## src/rtl/isolink_pkg.sv

```systemverilog
package isolink_pkg;

  typedef struct packed {
    logic set;
    logic clr;
  } pulse_pair_t;

  function automatic int cnt_width(input int n);
    return (n < 2) ? 1 : $clog2(n);
  endfunction

endpackage

```

## src/rtl/isolink_gap_timer.sv

```systemverilog
module isolink_gap_timer #(
  parameter int W = 8
) (
  input  logic         clk,
  input  logic         rst_n,
  input  logic         restart,
  input  logic         run,
  input  logic [W-1:0] limit,
  output logic         hit
);
  logic [W-1:0] cnt;

  assign hit = run && !restart && (cnt == limit - 1'b1);

  always_ff @(posedge clk) begin
    if (!rst_n)                cnt <= '0;
    else if (restart || hit)   cnt <= '0;
    else if (run)              cnt <= cnt + 1'b1;
  end

  // the count never passes the window it is timing
  assert_cnt_in_window_R4: assert property (@(posedge clk) disable iff (!rst_n)
    (run && !restart) |-> (cnt < limit));

endmodule

```

## src/rtl/isolink_tx.sv

```systemverilog
module isolink_tx
  import isolink_pkg::*;
#(
  parameter int IDLE_CYC    = 100,
  parameter int REFRESH_CYC = 100
) (
  input  logic        clk,
  input  logic        rst_n,
  input  logic        din,
  output pulse_pair_t pls
);
  localparam int MAXG = (IDLE_CYC > REFRESH_CYC) ? IDLE_CYC : REFRESH_CYC;
  localparam int W    = cnt_width(MAXG + 1);

  logic         lvl_q;
  logic         first_q;
  logic         edge_w;
  logic         hit;
  logic [W-1:0] lim;

  assign edge_w = din ^ lvl_q;
  assign lim    = first_q ? W'(IDLE_CYC) : W'(REFRESH_CYC);

  isolink_gap_timer #(.W(W)) u_gap (
    .clk(clk), .rst_n(rst_n), .restart(edge_w), .run(1'b1),
    .limit(lim), .hit(hit)
  );

  always_ff @(posedge clk) begin
    if (!rst_n) begin
      lvl_q   <= 1'b0;
      first_q <= 1'b1;
      pls     <= '0;
    end else begin
      lvl_q   <= din;
      pls.set <= (edge_w && din)  || (hit && lvl_q);
      pls.clr <= (edge_w && !din) || (hit && !lvl_q);
      if (edge_w)   first_q <= 1'b1;
      else if (hit) first_q <= 1'b0;
    end
  end

  assert_no_overlap_R6: assert property (@(posedge clk) disable iff (!rst_n)
    !(pls.set && pls.clr));

  assert_set_one_wide_R6: assert property (@(posedge clk) disable iff (!rst_n)
    pls.set |=> !pls.set);

  assert_clr_one_wide_R6: assert property (@(posedge clk) disable iff (!rst_n)
    pls.clr |=> !pls.clr);

  // an edge yields the matching pulse in the next cycle
  assert_edge_pulse_R2: assert property (@(posedge clk) disable iff (!rst_n)
    edge_w |=> (pls.set == $past(din)) && (pls.clr == !$past(din)));

endmodule

```

## src/rtl/isolink_rx.sv

```systemverilog
module isolink_rx
  import isolink_pkg::*;
#(
  parameter int TIMEOUT_CYC = 500,
  parameter bit DEFAULT_LVL = 1'b1
) (
  input  logic        clk,
  input  logic        rst_n,
  input  pulse_pair_t pls,
  output logic        level,
  output logic        link_ok
);
  localparam int W = cnt_width(TIMEOUT_CYC + 1);

  logic valid_w;
  logic expire;

  assign valid_w = pls.set ^ pls.clr;

  isolink_gap_timer #(.W(W)) u_wdog (
    .clk(clk), .rst_n(rst_n), .restart(valid_w), .run(link_ok),
    .limit(W'(TIMEOUT_CYC)), .hit(expire)
  );

  always_ff @(posedge clk) begin
    if (!rst_n) begin
      level   <= DEFAULT_LVL;
      link_ok <= 1'b0;
    end else if (valid_w) begin
      level   <= pls.set;
      link_ok <= 1'b1;
    end else if (expire) begin
      level   <= DEFAULT_LVL;
      link_ok <= 1'b0;
    end
  end

  assert_set_drives_high_R7: assert property (@(posedge clk) disable iff (!rst_n)
    (pls.set && !pls.clr) |=> level);

  assert_clr_drives_low_R7: assert property (@(posedge clk) disable iff (!rst_n)
    (pls.clr && !pls.set) |=> !level);

  assert_both_hold_R8: assert property (@(posedge clk) disable iff (!rst_n)
    (pls.set && pls.clr && !expire) |=> ($stable(level) && $stable(link_ok)));

  assert_link_up_R9: assert property (@(posedge clk) disable iff (!rst_n)
    valid_w |=> link_ok);

  assert_timeout_default_R10: assert property (@(posedge clk) disable iff (!rst_n)
    $fell(link_ok) |-> (level == DEFAULT_LVL));

endmodule

```

## src/rtl/isolink_codec.sv

```systemverilog
module isolink_codec
  import isolink_pkg::*;
#(
  parameter int IDLE_CYC    = 100,
  parameter int REFRESH_CYC = 100,
  parameter int TIMEOUT_CYC = 500,
  parameter bit DEFAULT_LVL = 1'b1
) (
  input  logic clk,
  input  logic rst_n,
  input  logic din,
  output logic tx_set,
  output logic tx_clr,
  input  logic rx_set,
  input  logic rx_clr,
  output logic rx_level,
  output logic link_ok
);
  pulse_pair_t tx_p;
  pulse_pair_t rx_p;

  assign tx_set = tx_p.set;
  assign tx_clr = tx_p.clr;
  assign rx_p   = '{set: rx_set, clr: rx_clr};

  isolink_tx #(.IDLE_CYC(IDLE_CYC), .REFRESH_CYC(REFRESH_CYC)) u_tx (
    .clk(clk), .rst_n(rst_n), .din(din), .pls(tx_p)
  );

  isolink_rx #(.TIMEOUT_CYC(TIMEOUT_CYC), .DEFAULT_LVL(DEFAULT_LVL)) u_rx (
    .clk(clk), .rst_n(rst_n), .pls(rx_p), .level(rx_level), .link_ok(link_ok)
  );

endmodule

```

## config.mk

```make
export PLATFORM = sky130hd
export DESIGN_NAME = isolink_codec
export DESIGN_NICKNAME = d
export VERILOG_FILES = /design/src/rtl/isolink_pkg.sv /design/src/rtl/isolink_gap_timer.sv /design/src/rtl/isolink_tx.sv /design/src/rtl/isolink_rx.sv /design/src/rtl/isolink_codec.sv
export SDC_FILE = /design/constraint.sdc
export NUM_CORES = 1
export LEC_CHECK = 0
export ABC_CLOCK_PERIOD_IN_PS = 3140
export CAP_MARGIN = 20
export CORE_AREA = 2 2 42 48
export CTS_CLUSTER_DIAMETER = 60
export DETAILED_ROUTE_END_ITERATION = 10
export DIE_AREA = 0 0 44 50
export DONT_BUFFER_PORTS = 1
export HOLD_SLACK_MARGIN = 0.08
export MAX_ROUTING_LAYER = met4
export PLACE_DENSITY = 0.72
export SETUP_SLACK_MARGIN = 0.4
export SKIP_LAST_GASP = 1
export SLEW_MARGIN = 20
export SYNTH_ARGS = -nofsm -noshare
export SYNTH_HDL_FRONTEND = slang
export SYNTH_SLANG_ARGS = --single-unit
export TNS_END_PERCENT = 50
```

## constraint.sdc

```tcl
create_clock -name clk -period 3.14 [get_ports clk]
set_input_delay 0.628 -clock clk [delete_from_list [all_inputs] [get_ports clk]]
set_output_delay 0.628 -clock clk [all_outputs]
set_load 0.05 [all_outputs]
```

# Word-level counts from Yosys, hierarchy flattened
# Cells that the tools add are included.
# word_totals
register_bits	21
output_inout_bits	4
elab_cells	36
# classes
addsub	2
eq_ne	2
mux	4
bitwise_logic	3
reduce_logical	18
# op_table
cell	count
$add A9 B1 Y9 const B	1
$eq A9 B9 Y1 const B	1
$add A7 B1 Y7 const B	1
$eq A7 B7 Y1 const B	1
$logic_and A1 B1 Y1	7
$logic_not A1 Y1	4
$logic_or A1 B1 Y1	4
$mux W1	4
$reduce_or A2 Y1	2
$reduce_bool A2 Y1	1
$xor A1 B1 Y1	2
$not A1 Y1	1

# Longest topological paths before layout
# Gate-level depths: netlist of run 1.
# depth
ltp_word	6
depth_mapped	5
ltp_nobuf	5

# By module
# From an unflattened synthesis of run 1, not the netlist that was laid out.
# unflattened
hier_cells	183
hier_area_um2	1557.7
# by_module_without_submodules
module	n_inst	cells_per_inst	area_each_um2
isolink_gap_timer at u_rx.u_wdog	1	92	778.2
isolink_gap_timer at u_tx.u_gap	1	67	554.3
isolink_tx	1	12	118.9
isolink_rx	1	12	106.4

# Worst setup path after synthesis of run 1
# OpenSTA, ideal clock, no wires.
# synth_timing
path_kind	register to register
startpoint	reg u_rx.link_ok
endpoint	reg u_rx.level
setup_ps	116
arrival_ps	1590
required_ps	3024
setup_slack_ps	1434
stages_incl_launch_ff	5
n_path_buf	1
cell_sequence	dfxtp_1 buf_6 nand4b_4 or4_1 and4_1
# synth_via
elab_chain_len	3
# synth_lines
element	line	rtl
start, declared	isolink_rx.sv:11	output logic link_ok
start signal, assigned	isolink_rx.sv:28	link_ok <= 1'b0;
start signal, assigned	isolink_rx.sv:31	link_ok <= 1'b1;
start signal, assigned	isolink_rx.sv:34	link_ok <= 1'b0;
$logic_and A1 B1 Y1 (2 in series)	isolink_gap_timer.sv:13	assign hit = run && !restart && (cnt == limit - 1'b1);
$reduce_bool A2 Y1 (no source line)	-	
end signal, assigned	isolink_rx.sv:30	level <= pls.set;
end, declared	isolink_rx.sv:10	output logic level,
# Every way passes these cells.
# A chain may end at the register's enable or synchronous reset.

# Worst setup path after layout of run 1
# layout_timing
startpoint	reg u_rx.link_ok
endpoint	reg u_rx.u_wdog.cnt[4]
# layout_via
elab_chain_len	4
# layout_lines
element	line	rtl
$logic_and A1 B1 Y1 (2 in series)	isolink_gap_timer.sv:13	
$logic_or A1 B1 Y1	isolink_gap_timer.sv:17	else if (restart || hit) cnt <= '0;
$reduce_or A2 Y1 (no source line)	-	
end signal, assigned	isolink_gap_timer.sv:18	else if (run) cnt <= cnt + 1'b1;
end, declared	isolink_gap_timer.sv:11	logic [W-1:0] cnt;
# Parallel ways exist; a longest one is shown, timed or not.

==> results of run 1 <==
[area by class of cell]
| type | instances | area, µm² |
|---|---|---|
| clock inverters | 1 | 5.00 |
| well taps | 18 | 22.5 |
| multi-input cells | 77 | 522 |
| flip-flops and latches | 21 | 420 |
| fillers | 162 | 714 |
| inverters | 4 | 15.0 |
| clock buffers | 3 | 22.5 |
[per-layer routing]
layer,up-vias,part of all wire [%],global-route usage (%)
li1,374,-,-
met1,318,46,19.9
met2,14,49,26.2
met3,4,3.4,3.66
met4,0,2.2,8.08
met5,-,0,-
[flip-flops by register name (all words and copies together) (netlist names)]
name	count
u_tx.lvl_q	1
u_tx.pls	2
u_rx.level	1
u_rx.link_ok	1
u_tx.u_gap.cnt	7
u_rx.u_wdog.cnt	9
[how the worst max path moves through the flow]
stage | start | endpoint | slack [ns] | cells past startpoint
6_report | u_rx.link_ok | u_rx.u_wdog.cnt[4] | 1.10 | 3
3_5_place_dp | u_rx.link_ok | u_rx.u_wdog.cnt[2] | 1.13 | 3
2_1_floorplan | u_rx.link_ok | u_rx.level | 1.43 | 4
4_1_cts | u_rx.link_ok | u_rx.u_wdog.cnt[2] | 1.13 | 3
5_1_grt | u_rx.link_ok | u_rx.u_wdog.cnt[0] | 0.97 | 3
3_3_place_gp | u_rx.link_ok | u_rx.u_wdog.cnt[4] | 1.24 | 3
[cells by family (layout without fill, tap and decap cells)]
family | Yosys count | after routing | synth area share, %
DFF | 21 | 21 | 43.0
AOI/OAI and AO/OA | 19 | 19 | 13.2
buffers and inverters | 7 | 8 | 3.58
adders and majority gates | 3 | 3 | 3.84
xor gates and xnor gates | 8 | 8 | 7.17
and+or+nand+nor | 45 | 45 | 27.1
muxes | 2 | 2 | 2.05
[Yosys cell counts, drive strengths merged, types with 2 or more instances]
library cell   n  area, µm²
a21oi          3       15.0
and2           3       18.8
and3b          2       17.5
clkbuf         2       8.75
dfxtp         21        420
ha             3       37.5
inv            4       15.0
mux2i          2       20.0
nand2         11       41.3
nand3          4       20.0
nand3b         2       15.0
nand4          3       25.0
nor2          11       41.3
o211ai         2       20.0
o21ai          6       30.0
o31ai          2       15.0
or3            4       25.0
or4            2       15.0
xnor2          4       35.0
xor2           4       35.0
[cells in the final DEF, fill, tap and decap left out, types with 2 or more instances in the layout]
cell,count
or4_1,2
inv_1,4
ha_1,3
o31ai_1,2
nand4_1,2
nand3b_1,2
and3b_1,2
dfxtp_1,21
mux2i_1,2
nand3_1,4
xnor2_1,4
and2_1,3
nand2_1,11
o21ai_0,6
or3_1,4
nor2_1,11
xor2_1,4
a21oi_1,3
clkbuf_4,3
[worst max-delay path, stage by stage, from the launching register on]
cell,delay [ns]
dfxtp_1,0.86
nand4b_4,0.22
o31ai_1,0.70
nor2_1,0.11
[per-stage QoR]
step	cell area [µm²]	cells
3_5_place_dp	980	120
3_3_place_gp	980	120
5_1_grt	1010	124
2_1_floorplan	977	105
6_report	1010	124
4_1_cts	1010	124
[report_power, final]
| group | switching (µW) | internal [µW] |
|---|---|---|
| Combinational | 12.4 | 12.3 |
| Clock | 81.4 | 47.6 |
| Sequential | 19.7 | 273 |
| Total | 113 | 333 |
==> results.yml, run 1 <==
sta:
  period_share_pct: 64.9
  hold_slack_ns: 0.456
  hold_viol_final: 0
  rsz0062_at_grt: "false"
  clock_skew_ns: 0.00617
  slew_headroom_pct: 46.4
  maxSlewViolCount: 0
  tightest_slew_ns: 0.802
  finalSetupViolCount: 0
  max_freq_mhz: 491
  finalCriticalPeriod_ns: 2.04
  fin_ws_ns: 1.10
  setup_tns_ns: 0
drt:
  drc_errors: 0
  via_count: 710
  firstDrtPassIters: 4
  drtAntennaViolNets: 0
  wl_per_cell_um: 12.5
  wl_um: 1550
  viasPerCell: 5.73
  drt_iter0_markers: 3
power:
  leakage_uw: 0.000377
  ir_drop_mv: 0.349
  powerDensity_mw_per_mm2: 444
  total_power_uw: 447
setup_path:
  crit_arrival_ns: 2.21
  worstSetupStartpointType: "flip-flop"
  r2r_start: "u_rx.link_ok"
  end_kind: "flip-flop"
  r2r-end: "u_rx.u_wdog.cnt[4]"
  rrSetupSlack_ns: 1.10
  path_class: "flip-flop to flip-flop"
  crit_fanout: 8
  cp.required_ns: 3.31
  reg2regPathDepth: 3
cts:
  postCtsSetupBuffers: 0
  clock_latency_ns: 0.31
  cts_tree: "built"
  cts_hold_buffers: 0
  cts_made_buffers: 3
  cts_sinks: 21
  cts_root_buf: "clkbuf_4"
  ctsLongestPathBuffers: 2
  ctsResizeCount: 0
  cts.reportedPaths.clkPinSlew_ns: 0.12
  htree_num_levels: 1
placed_design:
  dp_slack_ns: 1.13
  hpwl_um: 1180
  place.port_buffers: 0
  gp_congestion: 0.861
floorplanning:
  die_w_um: 44
  rows: 16
  die-area_mm2: 0.00220
  initial_core_util_pct: 56.8
  die_h_um: 50
  io_pins: 9
  core_region_area_mm2: 0.00172
logic_synthesis:
  synth_edf_count: 0
  post_synth.cell_area_avg_um2: 9.31
  ys_seq_area_share_pct: 43.0
  yosys_warnings: 0
  async_flop_share_pct: 0
  synthFlopType: "dfxtp_1"
  ys_types: 33
  netlist_area_um2: 977
  netlist_instances: 105
  synth-seq-cells: 21
  syn_nets: 113
run_status:
  status: "finished clean"
hold_path:
  min_to: "u_tx.lvl_q"
  hold_class: "input pin to flip-flop"
  holdPathStages: 1
  hold_start: "rst_n"
global_routing:
  antenna_found_initial: 0
  track_usage_pct: 16.7
  grt_max_degree: 13
  grt_pass1_vias: 678
  grt_pass1_wl_um: 2700
  grt.overflow.total: 0
finish:
  layout.nets: 115
  post-route-util_pct: 58.5
  drive_gt1_share_pct: 8.49
  area_growth_syn_to_layout_pct: 3.07
  antenna_cells: 0
run:
  drv_cap: 0
No activity file was read; power rests on OpenSTA's default activity.
==> run 2, diff against run 1 <==
Settings changed: ABC_CLOCK_PERIOD_IN_PS 3140 to 1900.
Clock period 3.14 ns to 1.9 ns, I/O delays scaled along.
==> run 2 against run 1 <==
Effect of this change:
- die area stayed put
- fmax is 40% higher
- worst hold slack worse by 0.24 ns
- highest routed layer unchanged
==> results.yml, run 2 (synthesis gave the netlist of run 1 again) <==
floorplanning:
  core_region_area_mm2: 0.00172
  die-area_mm2: 0.00220
  die_h_um: 50
  io_pins: 9
  initial_core_util_pct: 56.8
  die_w_um: 44
  rows: 16
power:
  leakage_uw: 0.000401
  combinationalPowerShare_pct: 7.6
  intPower_uw: 557
  seq_power_share_pct: 64.3
  ir_drop_mv: 0.426
  swShare_pct: 25.2
  powerDensity_mw_per_mm2: 695
  p_sw_uw: 187
  clock_power_share_pct: 28.2
drt:
  drt_iter0_markers: 6
  wl_per_cell_um: 12.7
  viasPerCell: 5.70
  drtAntennaViolNets: 0
  via_count: 729
  drc_errors: 0
  firstDrtPassIters: 3
  wl_um: 1620
setup_path:
  path_class: "flip-flop to flip-flop"
  crit_chain: "nand4b_4 -> or4_1 -> and4_1"
  cp.required_ns: 2.11
  rrSetupSlack_ns: 0.44
  slowest_delay_ns: 0.52
  worstSetupStartpointType: "flip-flop"
  crit_slowest_cell: "dfxtp_4"
  crit_arrival_ns: 1.67
  end_kind: "flip-flop"
  crit_fanout: 8
run:
  drv_cap: 0
placed_design:
  hpwl_um: 1190
  place.port_buffers: 0
  dpl_cell_area_um2: 991
  gp_congestion: 0.853
sta:
  setup_tns_ns: 0
  maxSlewViolCount: 0
  max_freq_mhz: 685
  finalSetupViolCount: 0
  clock_skew_ns: 0.00330
  slew_headroom_pct: 68.6
  rsz0062_at_grt: "true"
  tightest_slew_ns: 0.470
  hold_viol_final: 0
  finalCriticalPeriod_ns: 1.46
  period_share_pct: 76.8
cts:
  ctsLongestPathBuffers: 2
  clock_latency_ns: 0.30
  cts.reportedPaths.clkPinSlew_ns: 0.11
  htree_num_levels: 1
  cts_tree: "built"
  cts_sinks: 21
  cts_root_buf: "clkbuf_4"
  cts_made_buffers: 3
finish:
  layout_commonest_cell: "dfxtp_1"
  antenna_cells: 0
  layout.nets: 119
  largest_reg_flops: 9
  area_growth_syn_to_layout_pct: 9.48
  layout_common_cells: "18 x dfxtp_1, 11 x nand2_1, 11 x nor2_1"
  drive_gt1_share_pct: 16.4
  top_regs: "u_rx.u_wdog.cnt: 9 flops, u_tx.u_gap.cnt: 7 flops, u_tx.pls: 2 flops"
  final_area_mm2: 0.00107
  regMostFlops: "u_rx.u_wdog.cnt"
hold_path:
  hold_class: "input pin to flip-flop"
global_routing:
  grt_pass1_vias: 677
  track_usage_pct: 16.8
  grt_max_degree: 13
  grt.overflow.total: 0
  antenna_found_initial: 0
  grt_pass1_wl_um: 2720
run_status:
  status: "finished clean"
## run 2: cell count changes in the layout (fill, tap and decap cells not counted), sizes merged
cell and change:
buf +4
## run 2: final timing paths
kind / cells past startpoint / startpoint / end
max: 3 / u_rx.link_ok / u_rx.level
min reg2reg: 1 / u_tx.u_gap.cnt[0] / u_tx.u_gap.cnt[0]
min: 1 / rst_n / u_rx.link_ok
max reg2reg: 3 / u_rx.link_ok / u_rx.level
## run 2: power groups by stage
stage	Combinational (µW)	Sequential, µW	Clock (µW)
CTS	52.4	477	222
floorplan	44.3	488	0
global route	63.7	480	243
global placement	49.8	487	0
finish	56.2	478	210
detailed placement	51.4	487	0
## run 2: layout make-up
type | count | area [µm²]
clock buffers | 3 | 22.5
clock inverters | 1 | 5.00
fillers | 151 | 652
inverters | 4 | 15.0
multi-input cells | 77 | 548
flip-flops and latches | 21 | 427
well taps | 18 | 22.5
repair buffers | 4 | 30.0
## run 2: repair_timing
action	in CTS	in global routing
pin swaps	0	1
hold buffers	0	0
buffers inserted	0	3
setup endpoints to repair	7	15
resized for setup	1	5
## run 2: per-stage QoR
| step | total power (µW) | hold slack, ns | worst slack (ns) | util, % | std cells |
|---|---|---|---|---|---|
| after floorplan | 533 | 0.418 | 0.432 | - | 105 |
| after global placement | 536 | 0.432 | 0.288 | 57.6 | 121 |
| after detailed placement | 539 | 0.456 | 0.212 | 57.6 | 121 |
| after CTS | 752 | 0.205 | 0.321 | 59.4 | 125 |
| after global routing | 787 | 0.198 | 0.375 | 62.1 | 128 |
| final | 744 | 0.214 | 0.440 | 62.1 | 128 |
## run 2: layer usage
layer  global-route usage, %  vias up  part of all wire (%)
met4                    7.07        0                   1.9
met5                       -        -                     0
met1                    19.3      336                    43
li1                        -      383                     -
met3                    3.30        4                   1.1
met2                    27.9        6                    53
## run 2: critical path: cells and delay by family, from the launching register on
family | cells | cell delay [ns]
flops | 1 | 0.52
simple gates | 3 | 0.85
